File: src/rtl/pm_dram_ctrl.sv
module pm_dram_ctrl #(
  parameter int ROW_W     = 8,
  parameter int COL_W     = 9,
  parameter int DATA_W    = 16,
  parameter int T_RCD     = 2,
  parameter int T_CAS     = 2,
  parameter int T_RP      = 3,
  parameter int T_REF_RAS = 3,
  parameter int REF_INT   = 1560
) (
  input  logic                   clk,
  input  logic                   rst_n,
  input  logic                   req_valid,
  output logic                   req_ready,
  input  logic                   req_we,
  input  logic [ROW_W+COL_W-1:0] req_addr,
  input  logic [DATA_W-1:0]      req_wdata,
  output logic                   rsp_valid,
  output logic [DATA_W-1:0]      rsp_rdata,
  output logic                   wr_ack,
  output logic [((ROW_W > COL_W) ? ROW_W : COL_W)-1:0] dram_addr,
  output logic                   dram_ras_n,
  output logic                   dram_cas_n,
  output logic                   dram_we_n,
  output logic [DATA_W-1:0]      dram_dq_out,
  output logic                   dram_dq_oe,
  input  logic [DATA_W-1:0]      dram_dq_in
);
  localparam int AW    = (ROW_W > COL_W) ? ROW_W : COL_W;
  localparam int TMAX  = (T_RCD > T_CAS ? T_RCD : T_CAS) > (T_RP > T_REF_RAS ? T_RP : T_REF_RAS)
                       ? (T_RCD > T_CAS ? T_RCD : T_CAS) : (T_RP > T_REF_RAS ? T_RP : T_REF_RAS);
  localparam int CNT_W = $clog2(TMAX + 1);
  localparam int REF_W = $clog2(REF_INT + 1);

  typedef enum logic [3:0] {
    S_IDLE, S_OPEN, S_RSET, S_ACT, S_CSET, S_CAS, S_PRE, S_RFC, S_RFR, S_RFP
  } state_t;

  state_t            st;
  logic [CNT_W-1:0]  cnt;
  logic [ROW_W-1:0]  row_q;
  logic [COL_W-1:0]  col_q;
  logic              we_q;
  logic [DATA_W-1:0] wd_q;
  logic              row_vld;
  logic              have_req;
  logic [REF_W-1:0]  ref_cnt;
  logic              ref_pend;

  wire [ROW_W-1:0] req_row = req_addr[ROW_W+COL_W-1:COL_W];
  wire [COL_W-1:0] req_col = req_addr[COL_W-1:0];
  wire             accept  = req_valid && req_ready;
  wire             cnt_end = (cnt == '0);
  wire             wr_phase = we_q && (st == S_CSET || st == S_CAS);

  assign req_ready   = !ref_pend && (st == S_IDLE || st == S_OPEN);
  assign dram_ras_n  = !(st inside {S_OPEN, S_ACT, S_CSET, S_CAS, S_RFR});
  assign dram_cas_n  = !(st inside {S_CAS, S_RFC, S_RFR});
  assign dram_we_n   = !wr_phase;
  assign dram_dq_oe  = wr_phase;
  assign dram_dq_out = wd_q;
  assign dram_addr   = (st == S_RSET || st == S_ACT) ? AW'(row_q) : AW'(col_q);

  always_ff @(posedge clk) begin
    if (!rst_n) begin
      st        <= S_IDLE;
      cnt       <= '0;
      row_q     <= '0;
      col_q     <= '0;
      we_q      <= 1'b0;
      wd_q      <= '0;
      row_vld   <= 1'b0;
      have_req  <= 1'b0;
      ref_cnt   <= '0;
      ref_pend  <= 1'b0;
      rsp_valid <= 1'b0;
      rsp_rdata <= '0;
      wr_ack    <= 1'b0;
    end else begin
      rsp_valid <= 1'b0;
      wr_ack    <= 1'b0;
      if (accept) begin
        row_q    <= req_row;
        col_q    <= req_col;
        we_q     <= req_we;
        wd_q     <= req_wdata;
        have_req <= 1'b1;
      end
      case (st)
        S_IDLE:
          if (ref_pend) st <= S_RFC;
          else if (accept) st <= S_RSET;
        S_OPEN:
          if (ref_pend) begin
            st <= S_PRE; cnt <= CNT_W'(T_RP - 1); row_vld <= 1'b0;
          end else if (accept) begin
            if (row_vld && req_row == row_q) st <= S_CSET;
            else begin
              st <= S_PRE; cnt <= CNT_W'(T_RP - 1); row_vld <= 1'b0;
            end
          end
        S_RSET: begin st <= S_ACT; cnt <= CNT_W'(T_RCD - 1); end
        S_ACT:
          if (cnt_end) begin st <= S_CSET; row_vld <= 1'b1; end
          else cnt <= cnt - 1'b1;
        S_CSET: begin st <= S_CAS; cnt <= CNT_W'(T_CAS - 1); end
        S_CAS:
          if (cnt_end) begin
            st       <= S_OPEN;
            have_req <= 1'b0;
            if (we_q) wr_ack <= 1'b1;
            else begin rsp_valid <= 1'b1; rsp_rdata <= dram_dq_in; end
          end else cnt <= cnt - 1'b1;
        S_PRE:
          if (cnt_end) begin
            if (ref_pend) st <= S_RFC;
            else if (have_req) st <= S_RSET;
            else st <= S_IDLE;
          end else cnt <= cnt - 1'b1;
        S_RFC: begin st <= S_RFR; cnt <= CNT_W'(T_REF_RAS - 1); ref_pend <= 1'b0; end
        S_RFR:
          if (cnt_end) begin st <= S_RFP; cnt <= CNT_W'(T_RP - 1); end
          else cnt <= cnt - 1'b1;
        S_RFP:
          if (cnt_end) st <= have_req ? S_RSET : S_IDLE;
          else cnt <= cnt - 1'b1;
        default: st <= S_IDLE;
      endcase
      if (ref_cnt == REF_W'(REF_INT - 1)) begin
        ref_cnt  <= '0;
        ref_pend <= 1'b1;
      end else begin
        ref_cnt <= ref_cnt + 1'b1;
      end
    end
  end
endmodule

File: config.mk
export PLATFORM = sky130hd
export DESIGN_NAME = pm_dram_ctrl
export DESIGN_NICKNAME = d
export VERILOG_FILES = /design/src/rtl/pm_dram_ctrl.sv
export SDC_FILE = /design/constraint.sdc
export NUM_CORES = 1
export LEC_CHECK = 0
export ABC_AREA = 1
export CELL_PAD_IN_SITES_DETAIL_PLACEMENT = 2
export CELL_PAD_IN_SITES_GLOBAL_PLACEMENT = 2
export CORE_MARGIN = 2
export CORE_UTILIZATION = 26
export CTS_BUF_LIST = sky130_fd_sc_hd__clkbuf_2
export DETAILED_ROUTE_END_ITERATION = 6
export GPL_TIMING_DRIVEN = 0
export PLACE_DENSITY = 0.92
export SYNTH_ARGS = -nofsm -noshare
export SYNTH_HDL_FRONTEND = slang
export SYNTH_SLANG_ARGS = --single-unit
File: constraint.sdc
create_clock -name clk -period 2.04 [get_ports clk]
set_input_delay 0.408 -clock clk [delete_from_list [all_inputs] [get_ports clk]]
set_output_delay 0.408 -clock clk [all_outputs]
set_load 0.02 [all_outputs]
==> results of run 1 <==
## worst reg2reg max path, cell delays in order (launching register included)
cell and delay, ps:
dfxtp_2 380, buf_6 110, buf_4 150, buf_4 140, nand2_2 90, inv_1 60, nand2_1 140, nand2_2 110
nor2_4 140, nor2_2 50, nor2_2 90, nand2_2 90, inv_4 100, nand2_1 90, a21oi_1 220
## registers in the layout, summed over array words and instances (netlist names)
register and flops:
dram_dq_out 16, rsp_rdata 16, ref_cnt 11, col_q 9, row_q 8, st 4
cnt 2, have_req 1, ref_pend 1, row_vld 1, rsp_valid 1, we_q 1
wr_ack 1
## worst min path at each step
stage,startpoint,end,cells past startpoint
floorplan,ref_cnt[0],ref_cnt[0],1
global placement,ref_cnt[0],ref_cnt[0],1
detailed placement,dram_dq_out[12],dram_dq_out[12],2
CTS,dram_dq_in[13],rsp_rdata[13],3
global route,dram_dq_in[1],rsp_rdata[1],3
finish,dram_dq_in[13],rsp_rdata[13],3
## synthesized netlist by cell type
master,count,area [um^2]
a211oi_1,1,7.51
a21boi_2,1,11.3
a21oi_1,60,300
buf_1,1,3.75
buf_2,2,10.0
buf_4,2,15.0
clkbuf_1,14,52.6
dfxtp_1,72,1440
ha_1,3,37.5
inv_1,61,229
inv_2,4,15.0
nand2_1,75,282
nand2_2,5,31.3
nand2_4,1,11.3
nand3_1,26,130
nand3_2,1,10.0
nand4_1,4,25.0
nor2_1,46,173
nor2_2,6,37.5
nor2_4,1,11.3
nor3_1,9,45.0
nor4_1,1,6.26
o211ai_1,1,7.51
o21a_1,2,15.0
o21ai_0,45,225
o21ai_1,1,5.00
o22ai_1,1,6.26
or2_2,3,18.8
xnor2_1,2,17.5
xor2_1,4,35.0
## cell families (layout without fill, tap and decap cells)
| family | after synthesis | after routing | share of synthesized area, % |
|---|---|---|---|
| and+or+nand+nor | 178 | 178 | 24.3 |
| xor gates and xnor gates | 6 | 6 | 1.63 |
| AOI/OAI and AO/OA | 112 | 112 | 18.0 |
| DFF | 72 | 72 | 44.8 |
| buffers and inverters | 84 | 219 | 10.1 |
| adders and majority gates | 3 | 3 | 1.17 |
## metrics by stage
stage               area [um^2]  setup slack, ps
finish                     4940             -141
CTS                        4690             -180
floorplan                  3220              279
global route               4940             -278
global placement           4430             -662
detailed placement         4430             -805
## power breakdown
part	internal, mW	switching (mW)
clock network	0.294	0.584
logic	1.12	1.72
registers	1.66	0.193
total	3.08	2.50
## area by class of cell
| cell class | count | area (um^2) |
|---|---|---|
| buffer | 19 | 104 |
| clock buffer | 10 | 50.0 |
| clock inverter | 6 | 68.8 |
| fill | 1367 | 7120 |
| inverter | 65 | 259 |
| multi-input combinational | 299 | 1620 |
| sequential | 72 | 1450 |
| tap | 168 | 210 |
| timing repair buffer | 119 | 1170 |
## timing repair
item | CTS | global route
resized for setup | 108 | 63
setup endpoints to repair | 14 | 26
pin swaps | 3 | 8
cloned | 1 | 0
endpoints found under the hold margin | 0 | 0
setup buffers | 10 | 9
## per-layer routing
| layer | wire length [um] | vias to the layer above |
|---|---|---|
| li1 | - | 1727 |
| met1 | 5870 | 1824 |
| met2 | 7880 | 84 |
| met3 | 408 | 11 |
| met4 | 159 | 0 |
| met5 | 0 | - |
==> run summary, run 1 <==
Tcrit/Tclk final - 107%
max_cap viols - 0
Final Non-Filler Cells - 758
Placement Rows - 40
GRT met2 Usage - 41.1%
Power Density - 1130 nW/um^2
Max Fanout on Critical Path - 6
delay-heaviest family, CP - buffers and inverters
GRT met3 Usage - 2.74%
Worst-Skew Late Latency - 530 ps
Bufs on Longest Clock Path - 2
antenna-violating nets left - 0
Fin Hold WS - 421 ps
Vias - 3646
pin count of the biggest net entering global routing - 14
starting density of the core - 26.7%
CTS tree - done
Final Max Tran Viols - 0
post-DR wirelength/cell - 18.9 um
vias per inst - 4.81
synthesized area per cell - 7.07 um^2
Reg2Reg Setup Slack - -10 ps
ant diodes - 0
Final Hold Fails - 0
share of cells above drive strength 1 - 18.8%
Leak - 2.11 nW
Congestion Overflow GR - 0
failing checks - setup timing
cell total after placement - 723
vias in the first global route - 4149
Synth Register Bits - 72
Worst path max stage delay - 380 ps
most frequent cells in the layout - clkdlybuf4s50_1, dfxtp_1, nand2_1
total wire length - 14300 um
Area Overhead vs Synth - 53.7%
Post-Route Utilization - 41.0%
Post-Syn Instances - 455
Worst setup EP type - primary output
most used routing layer - met2
sequential share of the synthesized area - 44.8%
reg2reg end - st[1]
I/O pin count - 101
root buffer cell - clkbuf_2
Crit path buffers/inverters - 4
Core Region - 12100 um^2
IO buf count - 100
Tightest Hold Check Type - input port to flop
Most common cell on crit path - buf_6
RSZ-0062 raised after global routing - yes
Final HPWL DP - 9660 um
worst path cell trace - buf_6 > inv_1 > nor2_4 > buf_12 > nand2_4 > o21ai_2 > buf_6
R2R cell count - 14
outcome - finished with violations
critical path depth in cells - 7
Worst path slowest cell - dfxtp_2
Least-Margin Pin Slew - 595 ps
clock slew at reported path FFs - 260 ps
post-synthesis net count - 511
die height - 115 um
Final Total Pwr - 5.57 mW
worst setup path startpoint - st[1]
# setup viols final - 13
Yosys cell types - 30
CP Class - flop to primary output
Final WS setup - -141 ps
layout net count - 641
die span in x - 115 um
WP data arrival - 1770 ps
initial antenna violation count - 0
Max VDD drop - 0.000463 V
Worst R2R Start - st[1]
first-pass GRT wire length - 21200 um
Post-Syn Area - 3220 um^2
fmax - 459 MHz
Tot GR Track Use - 20.7%
cts bufs inserted - 9
drt drc - 0
crit path time final - 2180 ps
drt pass-1 iters - 4
commonest non-fill, non-tap cell in the layout - clkdlybuf4s50_1
hold_buf cts - 0
Yosys warnings - 0
Worst Setup EP - dram_addr[0]
Worst Clk Skew - 46.7 ps
GP Congestion - 0.844
Sink Count - 72
Die Area - 13300 um^2
Rel. slew slack - 60.3%
met1 Resource Use GR - 22.6%
setup_tns - -1130 ps
initial DRC count - 102
CP startpoint kind - flop
Data required, critical path - 1630 ps
H-tree Lvls - 3
Note: power is estimated with default switching activity, not from simulation.
==> inputs of run 2 (changes only) <==
Settings changed: CORE_UTILIZATION 26 to 25, CTS_BUF_LIST sky130_fd_sc_hd__clkbuf_2 to unset, PLACE_DENSITY 0.92 to 0.89.
==> run 2 against run 1 <==
Effect of this change:
- critical path type unchanged
- worst hold slack improved by 28 ps
- via count down 3.5%
- core utilization fell by 2.4 points
- the run now ends clean
==> run summary, run 2 (synthesis results as in run 1) <==
die height - 117 um (was 115 um)
Max Fanout on Critical Path - 7 (was 6)
Sink Count - 72 (unchanged)
Net Sw Frac - 38.5% (was 44.8%)
WP data arrival - 1570 ps (was 1770 ps)
switching pwr - 2.29 mW (was 2.50 mW)
total wire length - 13300 um (was 14300 um)
Worst setup EP type - primary output (unchanged)
Die Area - 13800 um^2 (was 13300 um^2)
CTS tree - done (unchanged)
crit path time final - 1970 ps (was 2180 ps)
Max VDD drop - 0.000398 V (was 0.000463 V)
Tcrit/Tclk final - 96.8% (was 107%)
Worst Clk Skew - 7.71 ps (was 46.7 ps)
Rel. slew slack - 57.4% (was 60.3%)
pin count of the biggest net entering global routing - 13 (was 14)
Data required, critical path - 1630 ps (about the same)
vias in the first global route - 3954 (was 4149)
post-DR wirelength/cell - 17.8 um (was 18.9 um)
Power Density - 1230 nW/um^2 (was 1130 nW/um^2)
Final Max Tran Viols - 0 (unchanged)
FILL cells - 1452 (was 1367)
# setup viols final - 0 (was 13)
most frequent cells in the layout - clkdlybuf4s50_1, nand2_1, dfxtp_1 (was clkdlybuf4s50_1, dfxtp_1, nand2_1)
worst path cell trace - inv_6 > nand2_8 > nor2_4 > buf_6 > nand2_1 > o21ai_1 > buf_4 (was buf_6 > inv_1 > nor2_4 > buf_12 > nand2_4 > o21ai_2 > buf_6)
Core Region - 12600 um^2 (was 12100 um^2)
outcome - completed (was finished with violations)
cts bufs inserted - 9 (unchanged)
initial DRC count - 125 (was 102)
fmax - 507 MHz (was 459 MHz)
starting density of the core - 25.6% (was 26.7%)
ant diodes - 0 (unchanged)
first-pass GRT wire length - 20800 um (was 21200 um)
clock slew at reported path FFs - 60 ps (was 260 ps)
drt pass-1 iters - 4 (unchanged)
internal power - 3.66 mW (was 3.08 mW)
layout net count - 625 (was 641)
Clock Power Share - 29.0% (was 15.8%)
CP Class - flop to primary output (unchanged)
vias per inst - 4.71 (was 4.81)
Final Hold Fails - 0 (unchanged)
initial antenna violation count - 0 (unchanged)
Worst-Skew Late Latency - 340 ps (was 530 ps)
max_cap viols - 0 (unchanged)
share of cells above drive strength 1 - 12.5% (was 18.8%)
Vias - 3517 (was 3646)
Final Total Pwr - 5.95 mW (was 5.57 mW)
Least-Margin Pin Slew - 639 ps (was 595 ps)
share of power burned in registers - 30.9% (was 33.3%)
hold_buf cts - 0 (unchanged)
Area Overhead vs Synth - 50.6% (was 53.7%)
die span in x - 117 um (was 115 um)
commonest non-fill, non-tap cell in the layout - clkdlybuf4s50_1 (unchanged)
Gate power share - 40.1% (was 50.9%)
H-tree Lvls - 3 (unchanged)
Congestion Overflow GR - 0 (unchanged)
CP startpoint kind - flop (unchanged)
GP Congestion - 0.870 (was 0.844)
Final HPWL DP - 9260 um (was 9660 um)
Tot GR Track Use - 18.9% (was 20.7%)
Tightest Hold Check Type - flop to flop (was input port to flop)
Worst path slowest cell - dfxtp_4 (was dfxtp_2)
IO buf count - 100 (unchanged)
Placement Rows - 41 (was 40)
I/O pin count - 101 (unchanged)
root buffer cell - clkbuf_16 (was clkbuf_2)
antenna-violating nets left - 0 (unchanged)
Leak - 1.88 nW (was 2.11 nW)
drt drc - 0 (unchanged)
Fin Hold WS - 449 ps (was 421 ps)
Worst path max stage delay - 370 ps (was 380 ps)
Bufs on Longest Clock Path - 2 (unchanged)
[run 2: cell count changes in the layout (fill, tap and decap cells not counted), moves of 8 or more]
cell / change
nand2_1: +11
buf_6: -9
clkbuf_16: +10
buf_4: -13
dlymetal6s2s_1: -8
clkdlybuf4s50_1: +8
[run 2: through the flow]
stage / cells / area, um^2 / utilization [%] / worst slack [ps] / TNS (ps)
6_report: 746 / 4840 / 38.5 / 65.9 / 0
5_1_grt: 746 / 4840 / 38.5 / -25.2 / -25.2
4_1_cts: 744 / 4750 / 37.8 / 0.731 / 0
3_5_place_dp: 727 / 4430 / 35.3 / -706 / -5840
3_3_place_gp: 727 / 4430 / 35.3 / -639 / -5140
2_1_floorplan: 455 / 3220 / - / 279 / 0
[run 2: power by group through the flow]
stage                     clock network (mW)  registers (mW)  logic (mW)
after global routing                    1.81            1.87        2.63
after CTS                               1.75            1.82        2.25
after global placement                     0            1.82        2.13
after detailed placement                   0            1.83        2.25
final                                   1.73            1.84        2.39
after floorplan                            0            1.91        1.22
[run 2: path summary, 6_finish.rpt]
| kind | startpoint | to | slack, ps | cells past startpoint |
|---|---|---|---|---|
| setup / recovery | st[3] | dram_addr[3] | 70 | 7 |
| hold / removal | dram_dq_out[1] | dram_dq_out[1] | 450 | 2 |
| hold reg to reg | dram_dq_out[1] | dram_dq_out[1] | 450 | 2 |
| setup reg to reg | st[1] | col_q[8] | 170 | 7 |
[run 2: per-layer routing]
layer,routed length (um),global-route usage (%),vias up
li1,-,-,1683
met1,5330,21.2,1713
met2,7130,35.2,93
met3,494,3.99,28
met4,296,6.10,0
met5,0,0,-
[run 2: repair_timing]
| item | CTS | global route |
|---|---|---|
| pin swaps | 1 | 2 |
| setup endpoints to repair | 14 | 13 |
| buffers inserted | 1 | 1 |
| gates resized for setup | 64 | 36 |
| gates cloned | 0 | 1 |
| endpoints found under the hold margin | 0 | 0 |
[run 2: area by class of cell]
| type | count | area [um^2] | share of cell area (%) |
|---|---|---|---|
| Clock inverter | 5 | 80.1 | 1.65 |
| Clock buffer | 11 | 243 | 5.01 |
| Inverter | 65 | 254 | 5.24 |
| Tap cell | 172 | 215 | 4.44 |
| Timing Repair Buffer | 103 | 1000 | 20.7 |
| Multi-Input combinational cell | 299 | 1490 | 30.8 |
| Sequential cell | 72 | 1450 | 30.0 |
| Buffer | 19 | 104 | 2.14 |
[run 2: worst max-delay path, delay by kind of cell (launching register included)]
| family | cells | cell delay [ps] |
|---|---|---|
| buffers and inverters | 3 | 410 |
| DFF | 1 | 370 |
| and+or+nand+nor | 3 | 350 |
| AOI/OAI and AO/OA | 1 | 90 |
==> inputs of run 3 (changes only) <==
Settings changed: ABC_CLOCK_PERIOD_IN_PS set to 2040, CELL_PAD_IN_SITES_DETAIL_PLACEMENT 2 to unset, CELL_PAD_IN_SITES_GLOBAL_PLACEMENT 2 to unset, CORE_UTILIZATION 25 to 46, HOLD_SLACK_MARGIN set to 0.02, PLACE_DENSITY 0.89 to 0.88.
==> run 3 against run 2 <==
Effect of this change:
- setup slack got worse by 20 ps
- global-route usage increased by 3.6 points
- first-iteration DRC count increased by 71%
- fmax decreased by 1.0%
- critical path depth decreased by 1
- worst hold slack got worse by 0.89 ps
- critical path type unchanged
- routed wire length decreased by 35%
- register-to-register slack improved by 150 ps
- non-clock buffer count decreased by 3
- power decreased by 17%
- count of clock-buffer cells in the layout decreased by 1
- clock skew increased by 3.7 ps
==> run summary, run 3 (synthesis results as in run 1) <==
outcome - completed (unchanged)
I/O pin count - 101 (unchanged)
most frequent cells in the layout - clkdlybuf4s50_1, nand2_1, dfxtp_1 (unchanged)
first-pass GRT wire length - 13700 um (was 20800 um)
layout net count - 622 (was 625)
drt drc - 0 (unchanged)
CTS tree - done (unchanged)
Final HPWL DP - 6370 um (was 9260 um)
Vias - 3302 (was 3517)
crit path time final - 1990 ps (was 1970 ps)
Leak - 1.79 nW (was 1.88 nW)
CP Class - flop to primary output (unchanged)
die span in x - 87.6 um (was 117 um)
Sink Count - 72 (unchanged)
Worst setup EP type - primary output (unchanged)
fmax - 501 MHz (was 507 MHz)
GP Congestion - 0.889 (was 0.870)
# setup viols final - 0 (unchanged)
Worst Clk Skew - 11.4 ps (was 7.71 ps)
drt pass-1 iters - 6 (was 4)
root buffer cell - clkbuf_8 (was clkbuf_16)
R2R cell count - 8 (was 7)
commonest non-fill, non-tap cell in the layout - clkdlybuf4s50_1 (unchanged)
hold_buf cts - 0 (unchanged)
Hold Startpoint - col_q[2] (was dram_dq_out[1])
Worst-Skew Late Latency - 350 ps (was 340 ps)
hold path endpoint - col_q[2] (was dram_dq_out[1])
Core Region - 6790 um^2 (was 12600 um^2)
Area Overhead vs Synth - 40.9% (was 50.6%)
Rel. slew slack - 69.2% (was 57.4%)
worst path cell trace - inv_2 > nor2_1 > nand2_2 > nand2_1 > nor2_1 > dlygate4sd2_1 (was inv_6 > nand2_8 > nor2_4 > buf_6 > nand2_1 > o21ai_1 > buf_4)
Placement Rows - 30 (was 41)
vias per inst - 4.95 (was 4.71)
hold depth - 2 (unchanged)
Power Density - 1090 nW/um^2 (was 1230 nW/um^2)
Max Fanout on Critical Path - 6 (was 7)
IO buf count - 100 (unchanged)
Least-Margin Pin Slew - 462 ps (was 639 ps)
Final Hold Fails - 0 (unchanged)
Tcrit/Tclk final - 97.8% (was 96.8%)
pin count of the biggest net entering global routing - 14 (was 13)
Max VDD drop - 0.000577 V (was 0.000398 V)
cell total after placement - 651 (was 727)
Tightest Hold Check Type - flop to flop (unchanged)
RSZ-0062 raised after global routing - yes
clock slew at reported path FFs - 80 ps (was 60 ps)
Congestion Overflow GR - 0 (unchanged)
Bufs on Longest Clock Path - 2 (unchanged)
Worst R2R Start - cnt[0] (was st[1])
post-DR wirelength/cell - 12.8 um (was 17.8 um)
ant diodes - 0 (unchanged)
cts bufs inserted - 9 (unchanged)
reg2reg end - rsp_rdata[1] (was col_q[8])
starting density of the core - 47.3% (was 25.6%)
Reg2Reg Setup Slack - 320 ps (was 170 ps)
Final Non-Filler Cells - 667 (was 746)
Final WS setup - 45.5 ps (was 65.9 ps)
Worst path max stage delay - 410 ps (was 370 ps)
die height - 87.6 um (was 117 um)
delay-heaviest family, CP - simple AND/OR/NAND/NOR gates (was buffers and inverters)
vias in the first global route - 3170 (was 3954)
Die Area - 7680 um^2 (was 13800 um^2)
Tot GR Track Use - 22.5% (was 18.9%)
share of cells above drive strength 1 - 10.3% (was 12.5%)
max_cap viols - 0 (unchanged)
H-tree Lvls - 3 (unchanged)
CP startpoint kind - flop (unchanged)
initial DRC count - 214 (was 125)
antenna-violating nets left - 0 (unchanged)
Final Max Tran Viols - 0 (unchanged)
Crit path buffers/inverters - 2 (was 3)
initial antenna violation count - 0 (unchanged)
Data required, critical path - 1630 ps (about the same)
total wire length - 8550 um (was 13300 um)
Most common cell on crit path - nor2_1
Worst path slowest cell - dfxtp_2 (was dfxtp_4)
dpl ws - -587 ps (was -706 ps)
WP data arrival - 1590 ps (was 1570 ps)
run 3: worst max path at each step:
stage / startpoint / endpoint / cells after the start
6_report: st[0] / dram_cas_n / 6
5_1_grt: st[3] / dram_cas_n / 6
3_5_place_dp: st[2] / dram_addr[7] / 7
3_3_place_gp: st[2] / dram_addr[7] / 7
2_1_floorplan: st[2] / dram_addr[0] / 5
4_1_cts: st[0] / dram_cas_n / 6
run 3: tightest hold or removal path, delay by kind of cell (launching register included):
kind | cells | cell delay [ps]
DFF | 1 | 300
buffers and inverters | 1 | 50
AOI/OAI and AO/OA | 1 | 50
run 3: per-stage QoR:
step                      hold WS, ps  setup TNS (ps)  utilization, %  power [mW]  cell area, um^2
after floorplan                   418               0               -        3.13             3220
after detailed placement          440           -4600            63.8        3.92             4340
after global routing              476           -76.6            66.7        5.28             4530
after global placement            429           -4530            63.8        3.85             4340
final                             448               0            66.7        4.95             4530
after CTS                         452           -20.2            66.6        4.93             4530
run 3: report_power, final:
| part | internal (mW) | switching (mW) |
|---|---|---|
| Sequential | 1.66 | 0.146 |
| Clock | 0.476 | 0.551 |
| Combinational | 0.824 | 1.30 |
run 3: layout make-up:
type,count,area [um^2]
Sequential cell,72,1450
Multi-Input combinational cell,299,1460
Tap cell,96,120
Buffer,18,96.3
Clock buffer,10,138
Fill cell,590,2260
Inverter,65,246
Clock inverter,6,42.5
Timing Repair Buffer,101,982
run 3: layer usage:
metal	routed length, um	up-vias	track usage [%]
met5	0	-	0
met4	182	0	10.2
met3	579	18	4.15
met2	4190	124	38.7
met1	3600	1476	27.2
li1	-	1684	-
run 3: repair_timing:
action                     CTS  global route
pin swaps                    1             1
resized for setup           54            13
setup endpoints to repair   14            10
setup buffers                1             0
